<file path="config.mk">
export PLATFORM = sky130hd
export DESIGN_NAME = motion_watch
export DESIGN_NICKNAME = d
export VERILOG_FILES = /design/src/rtl/motion_pkg.sv /design/src/rtl/motion_axis_cmp.sv /design/src/rtl/motion_still_timer.sv /design/src/rtl/motion_link_ctl.sv /design/src/rtl/motion_watch.sv
export SDC_FILE = /design/constraint.sdc
export NUM_CORES = 1
export LEC_CHECK = 0
export BUFFER_PORTS_ARGS = -buffer_cell sky130_fd_sc_hd__buf_2
export CAP_MARGIN = 20
export CORE_ASPECT_RATIO = 0.7
export CORE_MARGIN = 10
export CORE_UTILIZATION = 47
export CTS_CLUSTER_SIZE = 24
export DETAILED_ROUTE_END_ITERATION = 7
export PLACE_DENSITY_LB_ADDON = 0.1
export SLEW_MARGIN = 20
export SYNTH_ARGS = -nofsm -noshare
export SYNTH_HDL_FRONTEND = slang
export SYNTH_SLANG_ARGS = --single-unit
</file>
<file path="constraint.sdc">
create_clock -name clk -period 5.1 [get_ports clk]
set_input_delay 1.02 -clock clk [delete_from_list [all_inputs] [get_ports clk]]
set_output_delay 1.02 -clock clk [all_outputs]
set_load 0.02 [all_outputs]
</file>
<file path="src/rtl/motion_pkg.sv">
package motion_pkg;
  localparam int NAX = 3;

  // OR across axes of an enable mask applied to a per-axis flag vector
  function automatic logic any_sel(input logic [NAX-1:0] en, input logic [NAX-1:0] flag);
    return |(en & flag);
  endfunction
endpackage

</file>
<file path="src/rtl/motion_axis_cmp.sv">
module motion_axis_cmp #(
  parameter int SAMPLE_W = 8
) (
  input  logic signed [SAMPLE_W-1:0] smp,
  input  logic        [SAMPLE_W-1:0] mot_thr,
  input  logic        [SAMPLE_W-1:0] still_thr,
  output logic                       over_mot,
  output logic                       over_still
);
  // magnitude of a two's complement value, unsigned, same width
  function automatic logic [SAMPLE_W-1:0] mag_of(input logic signed [SAMPLE_W-1:0] s);
    logic [SAMPLE_W-1:0] raw;
    raw = s;
    return s[SAMPLE_W-1] ? (~raw + 1'b1) : raw;
  endfunction

  logic [SAMPLE_W-1:0] mag;

  always_comb begin
    mag        = mag_of(smp);
    over_mot   = mag > mot_thr;
    over_still = mag > still_thr;
  end
endmodule

</file>
<file path="src/rtl/motion_still_timer.sv">
module motion_still_timer #(
  parameter int DUR_W = 8
) (
  input  logic             clk,
  input  logic             rst,
  input  logic             armed,
  input  logic             loud,
  input  logic             tick,
  input  logic [DUR_W-1:0] limit,
  output logic             fire
);
  logic [DUR_W-1:0] cnt;
  logic [DUR_W:0]   nxt;

  always_comb begin
    nxt  = {1'b0, cnt} + 1'b1;
    fire = armed && !loud && tick && (nxt >= {1'b0, limit});
  end

  always_ff @(posedge clk) begin
    if (rst || !armed || loud) cnt <= '0;
    else if (tick) cnt <= fire ? '0 : nxt[DUR_W-1:0];
  end
endmodule

</file>
<file path="src/rtl/motion_link_ctl.sv">
module motion_link_ctl (
  input  logic clk,
  input  logic rst,
  input  logic chain,
  input  logic nap_en,
  input  logic both_sel,
  input  logic mot_evt,
  input  logic still_evt,
  output logic mot_armed,
  output logic still_armed,
  output logic want_still,
  output logic asleep
);
  logic linked;

  always_comb begin
    linked      = chain && both_sel;
    mot_armed   = !linked || !want_still;
    still_armed = !linked || want_still;
  end

  always_ff @(posedge clk) begin
    if (rst) begin
      want_still <= 1'b0;
      asleep     <= 1'b0;
    end else begin
      if (linked) begin
        if (mot_evt) want_still <= 1'b1;
        else if (still_evt) want_still <= 1'b0;
      end
      if (chain && nap_en) begin
        if (still_evt) asleep <= 1'b1;
        else if (mot_evt) asleep <= 1'b0;
      end
    end
  end
endmodule

</file>
<file path="src/rtl/motion_watch.sv">
module motion_watch
  import motion_pkg::*;
#(
  parameter int SAMPLE_W = 8,
  parameter int DUR_W    = 8
) (
  input  logic                       clk,
  input  logic                       rst,
  input  logic                       smp_valid,
  input  logic signed [SAMPLE_W-1:0] smp_x,
  input  logic signed [SAMPLE_W-1:0] smp_y,
  input  logic signed [SAMPLE_W-1:0] smp_z,
  input  logic                       tick,
  input  logic [2:0]                 mot_en,
  input  logic [2:0]                 still_en,
  input  logic [SAMPLE_W-1:0]        mot_thr,
  input  logic [SAMPLE_W-1:0]        still_thr,
  input  logic [DUR_W-1:0]           still_time,
  input  logic                       chain,
  input  logic                       nap_en,
  output logic                       mot_pulse,
  output logic                       still_pulse,
  output logic [2:0]                 mot_src,
  output logic                       asleep
);
  logic signed [SAMPLE_W-1:0] axis_smp [NAX];
  logic [NAX-1:0] over_mot, over_still, mot_hits;
  logic mot_evt, still_evt, still_loud;
  logic mot_armed, still_armed, want_still;

  assign axis_smp[0] = smp_x;
  assign axis_smp[1] = smp_y;
  assign axis_smp[2] = smp_z;

  for (genvar a = 0; a < NAX; a++) begin : g_axis
    motion_axis_cmp #(.SAMPLE_W(SAMPLE_W)) u_cmp (
      .smp       (axis_smp[a]),
      .mot_thr   (mot_thr),
      .still_thr (still_thr),
      .over_mot  (over_mot[a]),
      .over_still(over_still[a])
    );
  end

  always_comb begin
    mot_hits   = mot_en & over_mot;
    mot_evt    = smp_valid && mot_armed && (|mot_hits);
    still_loud = smp_valid && any_sel(still_en, over_still);
  end

  motion_still_timer #(.DUR_W(DUR_W)) u_timer (
    .clk  (clk),
    .rst  (rst),
    .armed(still_armed && (|still_en)),
    .loud (still_loud),
    .tick (tick),
    .limit(still_time),
    .fire (still_evt)
  );

  motion_link_ctl u_link (
    .clk        (clk),
    .rst        (rst),
    .chain      (chain),
    .nap_en     (nap_en),
    .both_sel   ((|mot_en) && (|still_en)),
    .mot_evt    (mot_evt),
    .still_evt  (still_evt),
    .mot_armed  (mot_armed),
    .still_armed(still_armed),
    .want_still (want_still),
    .asleep     (asleep)
  );

  always_ff @(posedge clk) begin
    if (rst) begin
      mot_pulse   <= 1'b0;
      still_pulse <= 1'b0;
      mot_src     <= '0;
    end else begin
      mot_pulse   <= mot_evt;
      still_pulse <= still_evt;
      if (mot_evt) mot_src <= mot_hits;
    end
  end
endmodule

</file>
; ---- Word-level counts from Yosys, hierarchy flattened
; Cells that the tools add are included.
[classes]
n_addsub = 4
magnitude_cmp = 7
mux = 8
bitwise_logic = 5
n_reduce_logical = 25
[op_table]
columns = cell, n
row1 = 8-bit > comparator, 6
row2 = 8-bit two-way mux, 4
row3 = 8-bit by 1-bit adder with 8-bit output (second input constant), 3
row4 = 8-bit NOT, 3
row5 = 3-bit OR reduction, 4
row6 = 1-bit logical AND, 10
row7 = 8-bit by 1-bit adder with 9-bit output (second input constant), 1
row8 = 9-bit by 8-bit greater-or-equal comparator with 1-bit output, 1
row9 = 3-bit bitwise AND, 2
row10 = 1-bit logical NOT, 4
row11 = 1-bit logical OR, 4
row12 = 1-bit two-way mux, 4
row13 = 2-bit AND reduction, 2
row14 = 2-bit nonzero test, 1
[totals]
ff_bits = 15
out_inout_bits = 6

; ---- Depth between registers and ports, before layout
; Gate-level depths: netlist of run 1.
[logic_depth]
word_depth = 13
ltp_mapped = 14
ltp_nobuf = 13

; ---- By module
; Synthesis of run 1 repeated with hierarchy kept, for this count alone.
[unflattened]
cells_unflattened = 335
area_unflattened_um2 = 2640.0
[modules_own_cells]
columns = module, n_inst, cells_per_inst, area_each_um2
row1 = motion_still_timer, 1, 76, 671.9
row2 = motion_axis_cmp at g_axis[0].u_cmp, 1, 71, 536.8
row3 = motion_axis_cmp at g_axis[2].u_cmp, 1, 73, 534.3
row4 = motion_axis_cmp at g_axis[1].u_cmp, 1, 73, 528.0
row5 = motion_watch, 1, 30, 260.2
row6 = motion_link_ctl, 1, 12, 108.9

; ---- Worst setup path after synthesis of run 1
; Ideal clock, no wire load.
[synth_path]
path_kind = input to register
startpoint = input port smp_y[0]
endpoint = register u_timer.cnt[1]
t_arrival_ns = 3.424
t_required_ns = 5.034
path_slack_ns = 1.610
path_stages = 12
n_path_buf = 1
cell_sequence = or3_1 o31ai_1 xnor2_1 ha_1 a21o_1 a21oi_2 nor2b_1 o31ai_2 a41oi_1 or4_1 buf_6 a21oi_2
[synth_between]
elab_chain_len = 12
[synth_rtl]
columns = item, line
row1 = start: declaration, motion_watch.sv:11  ; input logic signed [SAMPLE_W-1:0] smp_y,
row2 = 8-bit NOT, motion_axis_cmp.sv:14  ; return s[SAMPLE_W-1] ? (~raw + 1'b1) : raw;
row3 = 8-bit by 1-bit adder with 8-bit output, motion_axis_cmp.sv:14
row4 = 8-bit two-way mux (*), motion_axis_cmp.sv:14
row5 = 8-bit > comparator (*), motion_axis_cmp.sv:22  ; over_still = mag > still_thr;
row6 = 3-bit bitwise AND (*), motion_pkg.sv:6  ; return |(en & flag);
row7 = 3-bit OR reduction (*), motion_pkg.sv:6
row8 = 1-bit logical AND (*), motion_watch.sv:48  ; still_loud = smp_valid && any_sel(still_en, over_still);
row9 = 1-bit logical NOT, motion_still_timer.sv:17  ; fire = armed && !loud && tick && (nxt >= {1'b0, limit});
row10 = 1-bit logical AND (3 in a row), motion_still_timer.sv:17
row11 = 8-bit two-way mux, motion_still_timer.sv:22  ; else if (tick) cnt <= fire ? '0 : nxt[DUR_W-1:0];
row12 = end signal: assignment, motion_still_timer.sv:22
row13 = end: declaration, motion_still_timer.sv:12  ; logic [DUR_W-1:0] cnt;
; Every way passes the cells marked *; elsewhere a longest branch is shown, timed or not.
; A chain may end at the register's enable or synchronous reset.

; ---- Final worst setup path of run 1
[layout_path]
startpoint = input port smp_y[0]
endpoint = register u_timer.cnt[5]
; Same word-level chain as after synthesis.

==> impl_metrics.yaml, run 1 <==
worst_hold_path:
  holdPathEnd: "mot_src[2]"
  worstHoldStart: "mot_src[2]"
  min_path_cells: 2
  hp-class: "reg2reg"
placed_design:
  numPortBuffers: 65
  gp_congestion: 0.865
  dpl.hpwl_um: 5970
  post-place-cells: 442
  dp_slack_ps: 1060
  postPlaceCellArea_sq_um: 2850
finish:
  final_core_util_pct: 59.0
  final_area_sq_um: 2900
  insertedDiodeCount: 0
  nets: 498
  area_growth_pct: 17.8
  finalNonFillerCells: 446
  drive_gt1_share_pct: 21.5
floorplanning:
  die_h_um: 80.5
  fp-row-count: 21
  num_io_pins: 66
  dieArea_sq_um: 8570
  dieWidth_um: 106
  core-area_sq_um: 4910
  start_util_pct: 50.0
global_route:
  grt_pass1_vias: 2294
  grt_use_total_pct: 15.2
  overflow: 0
  antenna_found_initial: 0
  grt_pass1_wl_um: 10800
  grt_max_degree: 16
route:
  vias: 2445
  vias_per_cell: 5.48
  antenna_left: 0
  drt_wl_total_um: 6720
  wl_per_cell_um: 15.1
  dr.pass1.iters: 4
  drt_iter0_markers: 134
  drc: 0
clock_network:
  root_buffer: "clkbuf_8"
  cts_resized: 0
  cts_tree: "yes"
  cts.sink_count: 15
  cts_buffers: 3
  cts_setup_buffers: 0
  cts_hold_buf: 0
  ctsHtreeMaxLevel: 1
  clock_latency_ps: 250
  clk_pin_slew_ps: 60
  cts_buffer_depth: 2
timing:
  fin_setup_tns_ps: 0
  rsz0062_at_grt: "no"
  finalWorstSetupSlack_ps: 1300
  worst_slew_pin_slew_ps: 501
  setup_viol: 0
  period_needed_ps: 3800
  relSlewSlack_pct: 66.6
  hold_viol_final: 0
  clock_skew_ps: 2.37
  slew_viol_final: 0
  timing.fmax_mhz: 263
  period_share_pct: 74.4
flow_run:
  cap_violations: 0
worst_setup_path:
  r2r_setup_slack_ps: 2370
  worstReg2RegEnd: "u_timer.cnt[2]"
  rr_worst_depth: 10
  cp_max_fo: 10
  r2r_start: "u_timer.cnt[0]"
  cp.required_ps: 5280
  critPathLaunchType: "primary input"
  path_class: "in2reg"
  crit_arrival_ps: 3980
  endpoint_kind: "register"
synth:
  ys_ff_latch: 15
  yosysWarnings: 0
  synth_area_leader_cell: "ha_1"
  synth_cells: 311
  syn_area_per_cell_sq_um: 7.91
  yosysUniqueCellTypes: 46
  synth_nets: 431
  synthFlopType: "dfxtp_1"
  netlist_area_sq_um: 2460
  yosys-top-cells-count: "60 x ha_1, 31 x inv_1, 25 x nand2_1, 23 x a21oi_1"
  synth_edf_count: 0
  async_reset_ff_share_pct: 0
  synth_area_leaders: "ha_1 31%, dfxtp_1 12%, xnor2_1 6.4%, inv_1 4.7%, a21oi_1 4.7%"
  synth.most_common_cell: "ha_1"
  synth_top_area_share_pct: 30.5
  synth.yosys.seq_area_share_pct: 12.2
pwr:
  ir_worst_vdd_mv: 0.0779
  p_leak_nw: 1.42
  power.density_nw_per_um2: 147
status:
  status: "complete, no violations"
-- cell usage in the layout (no fill, tap or decap), types with 7 or more instances in the layout --
cell,count
buf_2,65
a21oi_1,23
nand3_1,10
a21oi_2,7
nor2b_1,9
inv_1,31
nor2_1,11
dfxtp_1,15
o21ai_0,18
nand2b_1,11
xnor2_1,18
ha_1,60
nand4_1,13
nand2_1,25
-- sequential cells by signal, summed over array words and instances, names as in the netlist --
| signal | flops |
|---|---|
| u_link.asleep | 1 |
| mot_pulse | 1 |
| u_link.want_still | 1 |
| mot_src | 3 |
| still_pulse | 1 |
| u_timer.cnt | 8 |
-- worst max path at each step --
stage	depth (start not counted)	endpoint	slack [ps]	start
final	12	u_timer.cnt[5]	1300	smp_y[0]
after global routing	12	u_timer.cnt[5]	1110	smp_y[0]
after CTS	12	u_timer.cnt[5]	1300	smp_y[0]
after detailed placement	12	u_timer.cnt[2]	1060	smp_y[0]
after global placement	12	u_timer.cnt[1]	1200	smp_y[0]
after floorplan	12	u_timer.cnt[1]	1610	smp_y[0]
-- kinds of logic (layout without fill, tap and decap cells) --
group / Yosys count / in the layout / synth area share (%)
mux: 1 / 1 / 0.407
fa+ha+maj: 60 / 60 / 30.5
simple gates: 99 / 99 / 21.6
xor+xnor: 21 / 21 / 7.48
compound gates: 81 / 81 / 22.2
flops: 15 / 15 / 12.2
buf+inv: 34 / 100 / 5.55
-- final cells by class --
type	instances	area, sq um
multi-input combinational	262	2020
fill	470	2020
timing repair buffer	65	325
sequential	15	300
inverter	31	116
tap	69	86.3
clock buffer	3	41.3
clock inverter	1	5.00
-- layer usage --
metal  global-route usage [%]  routed length (um)  share of wire, %
met3                     4.86                 478               7.1
met4                     2.56                  27              0.40
met5                        0                   0                 0
met1                     21.2                3490                52
met2                     22.4                2720                40
-- stage by stage --
stage | power, mW | hold slack [ps]
floorplan | 0.262 | 456
global route | 0.462 | 513
detailed placement | 0.329 | 475
CTS | 0.429 | 485
global placement | 0.323 | 472
finish | 0.427 | 481
-- power by group --
group | total, mW | switching, mW | internal [mW]
combinational | 0.205 | 0.115 | 0.0898
sequential | 0.122 | 0.00222 | 0.120
clock | 0.0999 | 0.0456 | 0.0543
-- critical path: stages --
cell and delay, ps:
buf_2 100, or3_1 410, o31ai_1 270, xnor2_1 200
ha_1 290, a21o_1 170, a21oi_2 130, nor2b_1 60
o31ai_2 230, a41oi_1 180, or4_1 690, nor2_1 210
Note: power is estimated with default switching activity, not from simulation.
==> run 2, diff against run 1 <==
- clock period: 5.1 -> 3.8 ns (I/O delays scaled with it)
==> impl_metrics.yaml, run 2 (same netlist as run 1, synthesis figures left out) <==
global_route:
  grt_max_degree: 16
  grt_pass1_wl_um: 11100
  antenna_found_initial: 0
  overflow: 0
  grt_pass1_vias: 2363
  grt_use_total_pct: 15.5
placed_design:
  numPortBuffers: 65
  dpl.hpwl_um: 5990
  gp_congestion: 0.847
  post-place-cells: 443
worst_setup_path:
  r2r_setup_slack_ps: 1070
  critPathLaunchType: "primary input"
  cp.required_ps: 3980
  crit_arrival_ps: 3460
  path_class: "in2reg"
  cp_max_fo: 10
  endpoint_kind: "register"
finish:
  largestRegisters: "u_timer.cnt x8, mot_src x3"
  final_core_util_pct: 59.1
  mostFrequentLayoutCells: "65 x buf_2, 60 x ha_1, 31 x inv_1"
  drive_gt1_share_pct: 21.7
  area_growth_pct: 18.1
  largest-register: "u_timer.cnt"
  largest_reg_flops: 8
  final_common_cell: "buf_2"
  finalNonFillerCells: 447
  fillers: 488
  nets: 499
  insertedDiodeCount: 0
pwr:
  p_leak_nw: 1.42
  ir_worst_vdd_mv: 0.139
  power.density_nw_per_um2: 196
floorplanning:
  die_h_um: 80.5
  start_util_pct: 50.0
  dieWidth_um: 106
  fp-row-count: 21
  core-area_sq_um: 4910
  dieArea_sq_um: 8570
  num_io_pins: 66
clock_network:
  clk_pin_slew_ps: 60
  clock_latency_ps: 250
  cts_resized: 0
  cts_hold_buf: 0
  ctsHtreeMaxLevel: 1
  cts.sink_count: 15
  cts_tree: "yes"
  cts_buffers: 3
  root_buffer: "clkbuf_8"
  cts_buffer_depth: 2
  cts_setup_buffers: 0
status:
  status: "complete, no violations"
timing:
  period_share_pct: 86.3
  period_needed_ps: 3280
  setup_viol: 0
  fin_setup_tns_ps: 0
  rsz0062_at_grt: "no"
  slew_viol_final: 0
  clock_skew_ps: 2.22
  relSlewSlack_pct: 66.3
  worst_slew_pin_slew_ps: 501
  fin_hold_ws_ps: 490
  timing.fmax_mhz: 305
  hold_viol_final: 0
route:
  wl_per_cell_um: 15.0
  dr.pass1.iters: 4
  vias: 2420
  vias_per_cell: 5.41
  dr.max_layer_used: "met4"
  drt_wl_total_um: 6710
  wl_met2_um: 2720
  drt_iter0_markers: 132
  drt-met1-wl_um: 3420
  drc: 0
  antenna_left: 0
  wl_met3_um: 540
worst_hold_path:
  hp-class: "reg2reg"
flow_run:
  cap_violations: 0
run 2: changes by cell type in the layout (fill, tap and decap cells not counted), sizes merged:
cell,before,now
buf,65,66
run 2: power by group:
part	leakage, nW	switching (mW)	internal (mW)
clock	0.0255	0.0553	0.0725
combinational	1.27	0.155	0.122
sequential	0.121	0.00306	0.161
run 2: layout make-up:
type | instances | area [sq um] | area share, %
clock buffer | 3 | 41.3 | 1.42
inverter | 31 | 116 | 4.01
tap | 69 | 86.3 | 2.97
sequential | 15 | 300 | 10.3
timing repair buffer | 66 | 333 | 11.5
clock inverter | 1 | 5.00 | 0.172
multi-input combinational | 262 | 2020 | 69.6
run 2: path summary, 6_finish.rpt:
| kind | start | end | depth (start not counted) |
|---|---|---|---|
| min | mot_src[2] | mot_src[2] | 2 |
| max | smp_y[0] | u_timer.cnt[2] | 13 |
| max reg2reg | u_timer.cnt[0] | u_timer.cnt[6] | 10 |
| min reg2reg | mot_src[2] | mot_src[2] | 2 |
run 2: stage by stage:
step	cell area, sq um	worst slack, ps	total power [mW]
2_1_floorplan	2460	570	0.352
3_3_place_gp	2860	331	0.435
3_5_place_dp	2860	262	0.443
4_1_cts	2900	516	0.572
5_1_grt	2900	307	0.623
6_report	2900	521	0.569
run 2: worst max-delay path: stages:
cell and delay (ps):
buf_2 100, or3_1 410, o31ai_1 260, xnor2_1 190
ha_1 280, a21o_1 170, a21oi_2 120, nor2b_1 60
o31ai_2 210, a41oi_1 170, or4_1 410, buf_4 200
a21oi_2 100
run 2: per-layer routing:
layer / up-vias / global-route usage (%)
met2: 67 / 23.2
met1: 1073 / 22.1
li1: 1278 / -
met3: 2 / 4.47
met5: - / 0
met4: 0 / 1.62
